==> src/rtl/eirq_pkg.sv <==
package eirq_pkg;
    localparam int unsigned LINES       = 6;
    localparam int unsigned SYNC_DEPTH  = 2;
    localparam int unsigned BUS_W       = 8;
    localparam logic [BUS_W-1:0] CTRL_ADDR = 8'h95;

    // bit positions inside the control byte
    localparam int unsigned BIT_MODE = 0;
    localparam int unsigned BIT_FLAG = 1;
    localparam int unsigned BIT_UART = 2;

    typedef enum logic {
        TRIG_LEVEL = 1'b0,
        TRIG_EDGE  = 1'b1
    } trig_mode_e;

    typedef struct packed {
        trig_mode_e mode;
        logic       uart;
    } ctrl_state_t;

    typedef struct packed {
        logic or_prev;
        logic flag;
    } det_state_t;
endpackage

==> src/rtl/eirq_sync.sv <==
module eirq_sync #(
    parameter int unsigned WIDTH  = 6,
    parameter int unsigned STAGES = 2
) (
    input  logic             clk,
    input  logic             rst_n,
    input  logic [WIDTH-1:0] async_in,
    output logic [WIDTH-1:0] sync_out
);
    localparam logic [WIDTH-1:0] IDLE = {WIDTH{1'b1}};

    logic [STAGES-1:0][WIDTH-1:0] chain_d, chain_q;

    always_comb begin
        chain_d[0] = async_in;
        for (int s = 1; s < STAGES; s++) begin
            chain_d[s] = chain_q[s-1];
        end
    end

    genvar g;
    generate
        for (g = 0; g < STAGES; g++) begin : g_stage
            always_ff @(posedge clk or negedge rst_n) begin
                if (!rst_n) chain_q[g] <= IDLE;
                else        chain_q[g] <= chain_d[g];
            end
        end
    endgenerate

    assign sync_out = chain_q[STAGES-1];
endmodule

==> src/rtl/eirq_detect.sv <==
module eirq_detect
    import eirq_pkg::*;
#(
    parameter int unsigned WIDTH = 6
) (
    input  logic             clk,
    input  logic             rst_n,
    input  logic [WIDTH-1:0] lines,
    input  trig_mode_e       mode,
    input  logic             mode_drop,
    input  logic             ack,
    output logic             all_high,
    output logic             or_rise,
    output logic             flag
);
    det_state_t st_d, st_q;
    logic       any_high;

    always_comb begin
        any_high = |lines;
        all_high = &lines;
        or_rise  = any_high & ~st_q.or_prev;

        st_d         = st_q;
        st_d.or_prev = any_high;          // tracked in every mode
        if (mode_drop || mode == TRIG_LEVEL) begin
            st_d.flag = 1'b0;
        end else if (or_rise) begin
            st_d.flag = 1'b1;             // set beats acknowledge
        end else if (ack) begin
            st_d.flag = 1'b0;
        end
    end

    always_ff @(posedge clk or negedge rst_n) begin
        if (!rst_n) st_q <= '{or_prev: 1'b1, flag: 1'b0};
        else        st_q <= st_d;
    end

    assign flag = st_q.flag;
endmodule

==> src/rtl/eirq_regs.sv <==
module eirq_regs
    import eirq_pkg::*;
(
    input  logic             clk,
    input  logic             rst_n,
    input  logic [BUS_W-1:0] addr,
    input  logic [BUS_W-1:0] wdata,
    input  logic             wr,
    input  logic             rd,
    input  logic             flag,
    output logic [BUS_W-1:0] rdata,
    output trig_mode_e       mode,
    output logic             mode_drop,
    output logic             uart
);
    ctrl_state_t st_d, st_q;
    logic        hit_wr, hit_rd;
    logic [BUS_W-1:0] image;

    always_comb begin
        hit_wr = wr && (addr == CTRL_ADDR);
        hit_rd = rd && (addr == CTRL_ADDR);

        st_d = st_q;
        if (hit_wr) begin
            st_d.mode = trig_mode_e'(wdata[BIT_MODE]);
            st_d.uart = wdata[BIT_UART];
        end
        mode_drop = hit_wr && (st_q.mode == TRIG_EDGE) && !wdata[BIT_MODE];

        image           = '0;
        image[BIT_MODE] = st_q.mode;
        image[BIT_FLAG] = flag && (st_q.mode == TRIG_EDGE);
        image[BIT_UART] = st_q.uart;
        rdata           = hit_rd ? image : '0;
    end

    always_ff @(posedge clk or negedge rst_n) begin
        if (!rst_n) st_q <= '{mode: TRIG_LEVEL, uart: 1'b0};
        else        st_q <= st_d;
    end

    assign mode = st_q.mode;
    assign uart = st_q.uart;
endmodule

==> src/rtl/eirq_group.sv <==
module eirq_group
    import eirq_pkg::*;
(
    input  logic             clk,
    input  logic             rst_n,
    input  logic [LINES-1:0] irq_pins,
    input  logic [BUS_W-1:0] bus_addr,
    input  logic [BUS_W-1:0] bus_wdata,
    input  logic             bus_wr,
    input  logic             bus_rd,
    output logic [BUS_W-1:0] bus_rdata,
    input  logic             isr_ack,
    output logic             irq_req,
    output logic             uart_en
);
    logic [LINES-1:0] sync_lines;
    trig_mode_e       ctl_mode;
    logic             mode_drop;
    logic             all_high;
    logic             or_rise;
    logic             edge_flag;

    eirq_sync #(.WIDTH(LINES), .STAGES(SYNC_DEPTH)) u_sync (
        .clk      (clk),
        .rst_n    (rst_n),
        .async_in (irq_pins),
        .sync_out (sync_lines)
    );

    eirq_detect #(.WIDTH(LINES)) u_det (
        .clk       (clk),
        .rst_n     (rst_n),
        .lines     (sync_lines),
        .mode      (ctl_mode),
        .mode_drop (mode_drop),
        .ack       (isr_ack),
        .all_high  (all_high),
        .or_rise   (or_rise),
        .flag      (edge_flag)
    );

    eirq_regs u_regs (
        .clk       (clk),
        .rst_n     (rst_n),
        .addr      (bus_addr),
        .wdata     (bus_wdata),
        .wr        (bus_wr),
        .rd        (bus_rd),
        .flag      (edge_flag),
        .rdata     (bus_rdata),
        .mode      (ctl_mode),
        .mode_drop (mode_drop),
        .uart      (uart_en)
    );

    always_comb begin
        irq_req = (ctl_mode == TRIG_EDGE) ? edge_flag : ~all_high;
    end
endmodule

==> config.mk <==
export PLATFORM = sky130hd
export DESIGN_NAME = eirq_group
export DESIGN_NICKNAME = d
export VERILOG_FILES = /design/src/rtl/eirq_pkg.sv /design/src/rtl/eirq_sync.sv /design/src/rtl/eirq_detect.sv /design/src/rtl/eirq_regs.sv /design/src/rtl/eirq_group.sv
export SDC_FILE = /design/constraint.sdc
export NUM_CORES = 1
export LEC_CHECK = 0
export ABC_AREA = 1
export BUFFER_PORTS_ARGS = -buffer_cell sky130_fd_sc_hd__buf_2
export CORE_MARGIN = 3
export CORE_UTILIZATION = 40
export CTS_BUF_LIST = sky130_fd_sc_hd__clkbuf_8
export DETAILED_ROUTE_END_ITERATION = 8
export HOLD_SLACK_MARGIN = 0.1
export PLACE_DENSITY = 0.76
export SLEW_MARGIN = 20
export SYNTH_ARGS = -nofsm -noshare
export SYNTH_HDL_FRONTEND = slang
export SYNTH_SLANG_ARGS = --single-unit
==> constraint.sdc <==
create_clock -name clk -period 1 [get_ports clk]
set_clock_uncertainty 0.05 [all_clocks]
set_input_delay 0.15 -clock clk [delete_from_list [all_inputs] [get_ports clk]]
set_output_delay 0.15 -clock clk [all_outputs]
set_load 0.01 [all_outputs]
# Yosys cells after proc, flatten, opt, wreduce, memory -nomap -nowiden
# Index checks and enable logic that the tools add are counted.
# classes
addsub	0
n_mul	0
n_div	0
n_lt_le_gt_ge	0
n_eq_ne	1
shift	0
n_mux	5
n_bitwise	4
reduce_logical	10
# ops
op	count
8-bit equality test, second input constant	1
6-bit AND reduction	1
6-bit OR reduction	1
1-bit logical AND	5
1-bit two-way mux	4
3-bit two-way mux	1
1-bit NOT	3
3-bit nonzero test	1
1-bit bitwise AND	1
1-bit zero test	1
1-bit logical OR	1
# word_totals
register_bits	16
latch_bits	0
ramBits	0
rom_bits	0
inputBits	27
word_cells	26
mem_count	0

# Longest topological paths before layout
# Gate-level depths: netlist of the first run.
# depth
depth_word	6
ltp_mapped	6

# Modules after synthesis
# A second synthesis of the first run with hierarchy kept.
# hier_totals
cells_unflattened	69
area_unflattened_um2	690.7
# modules_own_cells
mod	instances	cells_per_inst	area_per_inst_um2
eirq_sync	1	12	315.3
eirq_regs	1	38	240.2
eirq_detect	1	17	126.4
eirq_group	1	2	8.8

# Worst setup path after synthesis of the first run
# OpenSTA, ideal clock, no wires.
# synth_path
path_kind	register -> output
startpoint	reg u_sync.chain_q, in the netlist u_sync.sync_out[2]
endpoint	out irq_req
arrival_time_ns	0.856
t_required_ns	0.800
path_slack_ns	-0.056
path_stages_with_launch	4
path_buffers	0
path_cell_list	dfstp_2 > nand4_1 > o21ai_0 > o21ai_0
# synth_via
elab_chain_len	3
# synth_lines
element	line_no	rtl
from (decl)	eirq_sync.sv:12	logic [STAGES-1:0][WIDTH-1:0] chain_d, chain_q;
from (signal, indexed assignment)	eirq_sync.sv:26	else chain_q[g] <= chain_d[g];
6-bit AND reduction	eirq_detect.sv:21	all_high = &lines;
1-bit NOT	eirq_group.sv:57	irq_req = (ctl_mode == TRIG_EDGE) ? edge_flag : ~all_high;
1-bit two-way mux	eirq_group.sv:57	
to (decl)	eirq_group.sv:13	output logic irq_req,
# Every way passes these cells.

# Worst setup path after layout of the first run
# Same ends and word-level chain as after synthesis.

==> results of run 1 <==
[routing by layer]
layer	GRT usage, %	wire (µm)	vias to the layer above
li1	-	-	288
met1	16.0	479	259
met2	26.6	723	23
met3	6.90	127	2
met4	3.31	5	0
met5	0	0	-
[registers in the layout, indices dropped and copies added (netlist names)]
name,cells
u_det.st_q,1
u_det.flag,1
u_sync.sync_out,6
u_regs.uart,1
u_sync.chain_d,6
u_regs.mode,1
[cells by family (layout without fill, tap and decap cells)]
kind of cell           after synthesis  after routing  share of synthesized area, %
buffers and inverters               15             54                          11.1
AO/OA/AOI/OAI                        4              4                          2.96
flip-flops                          16             16                          61.6
other                                1              5                         0.554
AND/OR/NAND/NOR                     34             34                          23.8
[cell usage in the layout, fill, tap and decap left out, drive strengths merged]
| master | n |
|---|---|
| buf | 31 |
| clkbuf | 4 |
| conb | 5 |
| dfrtp | 3 |
| dfstp | 13 |
| dlygate4sd3 | 9 |
| inv | 10 |
| nand2 | 14 |
| nand3 | 4 |
| nand4 | 1 |
| nor2 | 13 |
| nor3 | 1 |
| o21ai | 4 |
| or2 | 1 |
[how the worst min path moves through the flow]
| stage | cells after the start | end | from |
|---|---|---|---|
| after floorplan | 0 | u_det.flag | rst_n |
| after global placement | 1 | u_regs.mode | rst_n |
| after detailed placement | 1 | u_det.flag | rst_n |
| after CTS | 3 | u_regs.mode | bus_wr |
| after global routing | 3 | u_regs.mode | bus_wr |
| final | 3 | u_regs.mode | bus_wr |
[cell type report]
type | instances | share of cell area (%)
clock buffers | 4 | 5.44
inverters | 10 | 3.71
multi-input cells | 43 | 22.0
flip-flops and latches | 16 | 41.2
well taps | 16 | 1.98
repair buffers | 40 | 25.7
[what timing repair did]
item / in CTS / in global routing
gates resized for setup: 5 / 5
hold endpoints to repair: 24 / 0
setup buffers: 1 / 0
hold buffers: 9 / 0
pin swaps: 7 / 4
cloned: 0 / 0
endpoints found under the setup margin: 5 / 6
[power by group through the flow]
| stage | clock, mW | combinational [mW] | sequential (mW) |
|---|---|---|---|
| 4_1_cts | 0.564 | 0.156 | 0.709 |
| 5_1_grt | 0.605 | 0.183 | 0.713 |
| 3_5_place_dp | 0 | 0.123 | 0.718 |
| 3_3_place_gp | 0 | 0.118 | 0.717 |
| 2_1_floorplan | 0 | 0.0587 | 0.717 |
| 6_report | 0.560 | 0.161 | 0.710 |
[per-stage QoR]
step	cells	setup TNS, ns	utilization (%)
4_1_cts	129	-0.732	64.9
6_report	129	-0.675	65.7
5_1_grt	129	-1.03	65.7
3_3_place_gp	115	-0.332	54.3
3_5_place_dp	115	-0.438	54.3
2_1_floorplan	74	-0.00125	-
[worst min-delay path, stage by stage]
cell,delay [ns]
buf_2,0.11
nand3_2,0.09
o21ai_1,0.06
==> results.json, run 1 <==
{
  "drive_above_1_share_pct": 59.3,
  "critPathMaxFanout": 2,
  "place_congestion": 0.726,
  "n_fill_cell": 122,
  "drv_cap": 0,
  "synth_area_um2": 677,
  "ys_seq_area_share_pct": 61.6,
  "rows": 14,
  "dpl.hpwl_um": 887,
  "maxSlewViolCount": 0,
  "placed_area_um2": 837,
  "cp_common_cell": "o21ai_1",
  "ioPinCount": 37,
  "fin_area_mm2": 0.00101,
  "clock_path_buffers": 2,
  "r2r_cells": 6,
  "syn_area_per_cell_um2": 9.67,
  "ys_async_sr_fraction_pct": 100,
  "cts_root_buf": "clkbuf_8",
  "crit_chain": "nand4_1 > o21ai_1 > o21ai_1 > buf_2",
  "fin_nets": 141,
  "drtIter0Drc": 3,
  "initial_core_util_pct": 43.9,
  "ff_latch_area_um2": 417,
  "grt_setup_unrepaired": "yes",
  "portBuffers": 25,
  "dpl_worst_slack_ns": -0.131,
  "grt_pass1_vias": 576,
  "period_share_pct": 140,
  "max_stage_delay_ns": 0.52,
  "fin_crit_ns": 1.40,
  "ys_top_cells_by_count": "dfstp_2, nand2_1, nor2_1",
  "r2r-start": "u_sync.sync_out[1]",
  "switching_power_mw": 0.301,
  "critPathLaunch": "u_sync.sync_out[2]",
  "crit_buf_inv": 1,
  "failed_checks": "setup timing",
  "required_ns": 0.80,
  "switching_share_pct": 21.0,
  "yosys_warnings": 0,
  "fmax_mhz": 717,
  "grt_pass1_wl_um": 2240,
  "multi_input_area_um2": 223,
  "hold_viol": 0,
  "grt_overflow": 0,
  "intPower_mw": 1.13,
  "leakage_nw": 0.491,
  "antenna_found_initial": 0,
  "vias_per_cell": 4.43,
  "fp.dieH_um": 47.1,
  "yosysMostFrequentCell": "dfstp_2",
  "cp_top_family": "flip-flops",
  "power_frac_comb_pct": 11.3,
  "area_delta_synth_final_pct": 49.5,
  "crit_path_end": "irq_req",
  "hold_slack_ns": 0.154,
  "setup_slack_ns": -0.395,
  "drc": 0,
  "worstSetupPathType": "reg -> out",
  "yosysUniqueCellTypes": 17,
  "wire_per_inst_um": 10.3,
  "ys_ff_latch": 16,
  "cts-buffers-inserted": 3,
  "clkLatencyLatePin_ns": 0.25,
  "grt_use_total_pct": 14.9,
  "yosysTopAreaCell": "dfstp_2",
  "clkPwrFrac_pct": 39.1,
  "cp_num_cells": 4,
  "grt_max_degree": 17,
  "clock_sinks": 16,
  "drtPass1Iterations": 4,
  "synth_area_leaders": "dfstp_2, dfrtp_1, nand2_1",
  "die-width_um": 47.1,
  "drt-total-wl_um": 1340,
  "coreArea_mm2": 0.00154,
  "cts_max_level": 1,
  "synth_edf_count": 0,
  "cp-end-kind": "output pin",
  "synth_cells": 70,
  "vias": 572,
  "setup_viol": 4,
  "status": "finished with violations",
  "cts_tree": "yes",
  "path_clk_slew_ns": 0.06,
  "yosysTopAreaCellShare_pct": 50.5,
  "crit_path_start_kind": "flop",
  "power_mw": 1.43,
  "p_per_area_mw_per_mm2": 1410,
  "antennaDiodeCount": 0,
  "ant_nets": 0,
  "cp_slowest_cell": "dfstp_2",
  "synthFlopType": "dfstp_2",
  "hp-class": "in -> reg",
  "design.die.area_mm2": 0.00222,
  "rrSetupSlack_ns": 0,
  "worst_ep_arrival_time_ns": 1.20,
  "worstReg2RegEnd": "u_det.flag",
  "ir_worst_vdd_v": 0.00148,
  "p_seq_share_pct": 49.6
}
Power figures use the tool's default switching activity.
==> run 2: changes to the inputs <==
CORE_UTILIZATION = 38   (was 40)
CTS_BUF_LIST = sky130_fd_sc_hd__clkbuf_16   (was sky130_fd_sc_hd__clkbuf_8)
PLACE_DENSITY = 0.73   (was 0.76)
clock period = 1.16 ns   (was 1 ns; I/O delays follow)
==> run 2 against run 1 <==
- combinational power down 16%
- critical path type unchanged
- non-clock buffer count shrank 4
- sequential share of layout area fell by 0.50 points
- critical path depth is the same
- the flow still finishes with violations (setup timing)
- global-route usage decreased by 2.3 points
- register-to-register slack better by 0.16 ns
- worst setup slack gained 0.14 ns
==> results.json, run 2 (synthesis gave the netlist of run 1 again) <==
{
  "cts_max_level": 1,
  "leakage_nw": 0.500,
  "grt_max_degree": 17,
  "hp-class": "in -> reg",
  "initial_core_util_pct": 42.5,
  "ir_worst_vdd_v": 0.00148,
  "crit_buf_inv": 1,
  "grt_pass1_vias": 474,
  "area_delta_synth_final_pct": 51.4,
  "crit_path_start_kind": "flop",
  "drt-total-wl_um": 1310,
  "die-width_um": 48.2,
  "cp-end-kind": "output pin",
  "drive_above_1_share_pct": 56.9,
  "ant_nets": 0,
  "switching_share_pct": 19.4,
  "intPower_mw": 1.12,
  "grt_overflow": 0,
  "cp_top_family": "flip-flops",
  "crit_path_end": "irq_req",
  "setup_viol": 1,
  "vias": 543,
  "p_seq_share_pct": 43.9,
  "grt_pass1_wl_um": 1970,
  "place_congestion": 0.698,
  "dpl.hpwl_um": 902,
  "clkLatencyLatePin_ns": 0.24,
  "drtPass1Iterations": 4,
  "failed_checks": "setup timing",
  "maxSlewViolCount": 0,
  "drtIter0Drc": 4,
  "final_common_cell": "buf_2",
  "cts_tree": "yes",
  "final_cells": 133,
  "portBuffers": 25,
  "placedCellCount": 119,
  "fp.dieH_um": 48.2,
  "clock_path_buffers": 2,
  "worst_ep_arrival_time_ns": 1.19,
  "min_from": "bus_wdata[2]",
  "design.die.area_mm2": 0.00232,
  "cts_root_buf": "clkbuf_16",
  "fin_nets": 137,
  "antenna_found_initial": 0,
  "p_per_area_mw_per_mm2": 1360,
  "drv_cap": 0,
  "crit_chain": "nand4_1 > o21ai_1 > o21ai_1 > buf_2",
  "r2r_cells": 6,
  "setup_slack_ns": -0.254,
  "required_ns": 0.94,
  "grt_use_total_pct": 12.5,
  "n_fill_cell": 125,
  "grt_setup_unrepaired": "yes",
  "status": "finished with violations",
  "rows": 14,
  "antennaDiodeCount": 0,
  "clkPwrFrac_pct": 46.4,
  "rrSetupSlack_ns": 0.16,
  "worstReg2RegEnd": "u_det.flag",
  "cp_common_cell": "o21ai_1",
  "vias_per_cell": 4.08,
  "cp_slowest_cell": "dfstp_2",
  "cp_num_cells": 4,
  "r2r-start": "u_sync.sync_out[2]",
  "critPathMaxFanout": 2,
  "worstSetupPathType": "reg -> out",
  "power_mw": 1.39,
  "max_stage_delay_ns": 0.52,
  "critPathLaunch": "u_sync.sync_out[1]",
  "ioPinCount": 37,
  "coreArea_mm2": 0.00159,
  "cts-buffers-inserted": 3,
  "fin_crit_ns": 1.41,
  "drc": 0,
  "fmax_mhz": 707,
  "path_clk_slew_ns": 0.05,
  "wire_per_inst_um": 9.87,
  "power_frac_comb_pct": 9.7,
  "period_share_pct": 122,
  "hold_viol": 0,
  "switching_power_mw": 0.270,
  "clock_sinks": 16,
  "final_cell_mix": "buf_2, dfstp_2, nand2_1, nor2_1, dlygate4sd3_1"
}
## run 2: how the worst min path moves through the flow
stage	depth (start not counted)	to	slack, ns
after global routing	3	u_regs.uart	0.15
after global placement	1	u_det.flag	0.03
after detailed placement	1	u_regs.uart	0.04
after floorplan	0	u_det.flag	-0.17
final	3	u_regs.uart	0.12
after CTS	3	u_regs.uart	0.11
## run 2: timing repair
| item | CTS | global route |
|---|---|---|
| hold buffers | 7 | 0 |
| resized for setup | 4 | 11 |
| hold endpoints to repair | 22 | 0 |
| cloned | 0 | 0 |
| buffers inserted | 1 | 2 |
| setup endpoints to repair | 4 | 4 |
| pin swaps | 3 | 6 |
## run 2: tightest hold or removal path: stages
cell,delay [ns]
buf_2,0.10
inv_1,0.04
o21ai_1,0.06
## run 2: power by group through the flow
stage / Clock (mW) / Sequential, mW / Combinational [mW]
after floorplan: 0 / 0.618 / 0.0501
after global placement: 0 / 0.618 / 0.0916
after detailed placement: 0 / 0.620 / 0.0947
after CTS: 0.658 / 0.613 / 0.117
after global routing: 0.686 / 0.615 / 0.153
final: 0.647 / 0.612 / 0.136
## run 2: per-layer routing
| metal | part of all wire, % | up-vias | global-route usage, % |
|---|---|---|---|
| met2 | 52 | 19 | 20.8 |
| met5 | 0 | - | 0 |
| met1 | 41 | 243 | 16.2 |
| met3 | 7.1 | 0 | 4.43 |
| li1 | - | 281 | - |
| met4 | 0 | 0 | 1.61 |
## run 2: per-stage QoR
step / hold slack (ns) / instance area, µm² / setup TNS [ns] / utilization, % / setup WS, ns
finish: 0.116 / 1020 / -0.254 / 64.3 / -0.254
floorplan: -0.172 / 692 / 0 / - / 0.0803
CTS: 0.114 / 978 / -0.270 / 61.4 / -0.270
detailed placement: 0.0410 / 817 / -0.0650 / 51.3 / -0.0507
global route: 0.155 / 1020 / -0.332 / 64.3 / -0.310
global placement: 0.0317 / 817 / -0.0531 / 51.3 / -0.0531
## run 2: cell type report
type | count | area, µm² | area share, %
inverter | 10 | 40.0 | 3.91
tap | 24 | 30.0 | 2.93
clock inverter | 1 | 3.75 | 0.366
multi-input combinational | 43 | 228 | 22.2
clock buffer | 3 | 75.1 | 7.33
timing repair buffer | 36 | 231 | 22.6
sequential | 16 | 417 | 40.7
==> run 3: changes to the inputs <==
ABC_AREA = not set   (was 1)
CORE_UTILIZATION = 36   (was 38)
PLACE_DENSITY = 0.71   (was 0.73)
==> run 3 against run 2 <==
- the run still ends with setup timing left
- sequential share of layout area increased by 2.1 points
- via count fell by 20%
- clock-buffer cell count stayed put
- fmax is 2.0% lower
- global-route usage fell by 1.1 points
- sequential cell count unchanged
- synthesized cell count down 39%
- register-to-register slack lost 0.22 ns
- critical path type unchanged
- highest routed layer is now met4
==> results.json, run 3 <==
{
  "synth_area_um2": 613,
  "yosysMostFrequentCell": "dfstp_2",
  "p_seq_share_pct": 44.6,
  "path_clk_slew_ns": 0.05,
  "power_frac_comb_pct": 8.3,
  "drt-total-wl_um": 1230,
  "fp.dieH_um": 47.3,
  "grt_setup_unrepaired": "yes",
  "drv_cap": 0,
  "clock_sinks": 16,
  "synth_edf_count": 0,
  "synth_area_leaders": "dfstp_2, dfrtp_1, buf_4",
  "ir_worst_vdd_v": 0.00128,
  "maxSlewViolCount": 0,
  "r2r_cells": 3,
  "p_per_area_mw_per_mm2": 1410,
  "intPower_mw": 1.13,
  "setup_slack_ns": -0.284,
  "status": "finished with violations",
  "coreArea_mm2": 0.00156,
  "grt_pass1_wl_um": 1710,
  "cp-end-kind": "output pin",
  "drtPass1Iterations": 2,
  "failed_checks": "setup timing",
  "period_share_pct": 124,
  "min_from": "bus_wdata[2]",
  "grt_overflow": 0,
  "ioPinCount": 37,
  "yosysUniqueCellTypes": 18,
  "clkLatencyLatePin_ns": 0.24,
  "yosys_warnings": 0,
  "n_fill_cell": 128,
  "cts-buffers-inserted": 3,
  "yosysTopAreaCellShare_pct": 55.7,
  "clock_path_buffers": 2,
  "crit_path_start_kind": "flop",
  "initial_core_util_pct": 39.3,
  "grt_max_degree": 17,
  "synthFlopType": "dfstp_2",
  "ys_ff_latch": 16,
  "die-width_um": 47.3,
  "required_ns": 0.94,
  "yosysTopAreaCell": "dfstp_2",
  "rows": 14,
  "antennaDiodeCount": 0,
  "min_to": "u_regs.uart",
  "portBuffers": 25,
  "drc": 0,
  "hold_viol": 0,
  "drtIter0Drc": 2,
  "ant_nets": 0,
  "ys_top_cells_by_count": "dfstp_2, buf_4, dfrtp_1, nor2_1",
  "area_delta_synth_final_pct": 59.6,
  "fin_crit_ns": 1.44,
  "syn_area_per_cell_um2": 14.3,
  "switching_share_pct": 18.5,
  "antenna_found_initial": 0,
  "worstReg2RegEnd": "u_det.flag",
  "switching_power_mw": 0.256,
  "design.die.area_mm2": 0.00223,
  "worst_ep_arrival_time_ns": 1.22,
  "fmax_mhz": 693,
  "drive_above_1_share_pct": 67.9,
  "clkPwrFrac_pct": 47.1,
  "synth_cells": 43,
  "hold_slack_ns": 0.127,
  "setup_tns_ns": -0.423,
  "cts_root_buf": "clkbuf_16",
  "cts_tree": "yes",
  "ys_seq_area_share_pct": 68.0,
  "place_congestion": 0.698,
  "fin_nets": 109,
  "setup_viol": 4,
  "grt_pass1_vias": 442,
  "grt_use_total_pct": 11.5,
  "hp-class": "in -> reg",
  "worstSetupPathType": "reg -> out",
  "final_common_cell": "buf_2",
  "wire_per_inst_um": 12.7,
  "leakage_nw": 0.454,
  "power_mw": 1.38,
  "rrSetupSlack_ns": -0.06,
  "vias": 436,
  "dpl.hpwl_um": 782,
  "ys_async_sr_fraction_pct": 100,
  "cts_max_level": 1,
  "final_cell_mix": "buf_2, dfstp_2, dlygate4sd3_1, conb_1",
  "critPathMaxFanout": 2,
  "r2r-start": "u_sync.sync_out[1]",
  "holdPathStages": 2,
  "vias_per_cell": 4.49
}
## run 3: cell count changes in the layout (fill, tap and decap cells not counted), moves of 3 or more
cell	change
nor2_1	-7
o21ai_1	-4
inv_2	-5
nand2_1	-8
inv_1	-3
nor2_2	-3
## run 3: final cells by class
class	instances	area, µm²	share of cell area (%)
well taps	16	20.0	2.05
inverters	2	7.51	0.767
clock buffers	3	75.1	7.67
multi-input cells	24	218	22.3
clock inverters	1	3.75	0.384
repair buffers	35	236	24.2
flip-flops and latches	16	418	42.7
## run 3: power groups by stage
stage | combinational (mW) | clock [mW] | sequential, mW
floorplan | 0.0364 | 0 | 0.620
global placement | 0.0704 | 0 | 0.621
detailed placement | 0.0730 | 0 | 0.623
CTS | 0.0967 | 0.673 | 0.615
global route | 0.127 | 0.700 | 0.618
finish | 0.115 | 0.650 | 0.616
## run 3: worst max-delay path by stage
stage	from	to	depth (start not counted)	slack (ns)
after floorplan	bus_addr[1]	u_regs.mode	3	-0.06
after global placement	bus_addr[3]	u_regs.uart	4	-0.18
after detailed placement	bus_addr[1]	u_regs.uart	4	-0.20
after CTS	u_sync.sync_out[2]	irq_req	4	-0.28
after global routing	u_sync.sync_out[2]	irq_req	4	-0.36
final	u_sync.sync_out[2]	irq_req	4	-0.28
## run 3: critical path, cell delays in order, from the launching register on
cell	delay, ns
dfstp_2	0.54
nand4_1	0.12
nor3_2	0.13
a21oi_1	0.05
buf_2	0.14
## run 3: through the flow
| step | instances | setup WS [ns] | utilization (%) | instance area, µm² |
|---|---|---|---|---|
| CTS | 96 | -0.277 | 58.3 | 908 |
| finish | 97 | -0.284 | 62.8 | 978 |
| global placement | 83 | -0.177 | 47.6 | 742 |
| global route | 97 | -0.357 | 62.8 | 978 |
| detailed placement | 83 | -0.198 | 47.6 | 742 |
| floorplan | 47 | -0.0616 | - | 634 |
## run 3: timing repair
item | in CTS | in global routing
setup endpoints to repair | 5 | 7
endpoints found under the hold margin | 22 | 0
gates resized for setup | 1 | 9
setup buffers | 2 | 1
hold buffers | 7 | 0
pin swaps | 1 | 4
## run 3: logic make-up (layout without fill, tap and decap cells)
group           after synthesis  count (layout)  synth area share (%)
compound gates                3               3                  3.47
buf+inv                       7              41                  7.35
flops                        16              16                  68.0
mux                           2               2                  4.90
other cells                   1               5                 0.612
simple gates                 14              14                  15.7
## run 3: per-layer routing
metal	vias to the layer above	wire, µm	global-route usage [%]
met5	-	0	0
met4	0	10	3.31
met3	2	88	5.75
met2	22	673	20.6
met1	199	457	11.5
li1	213	-	-
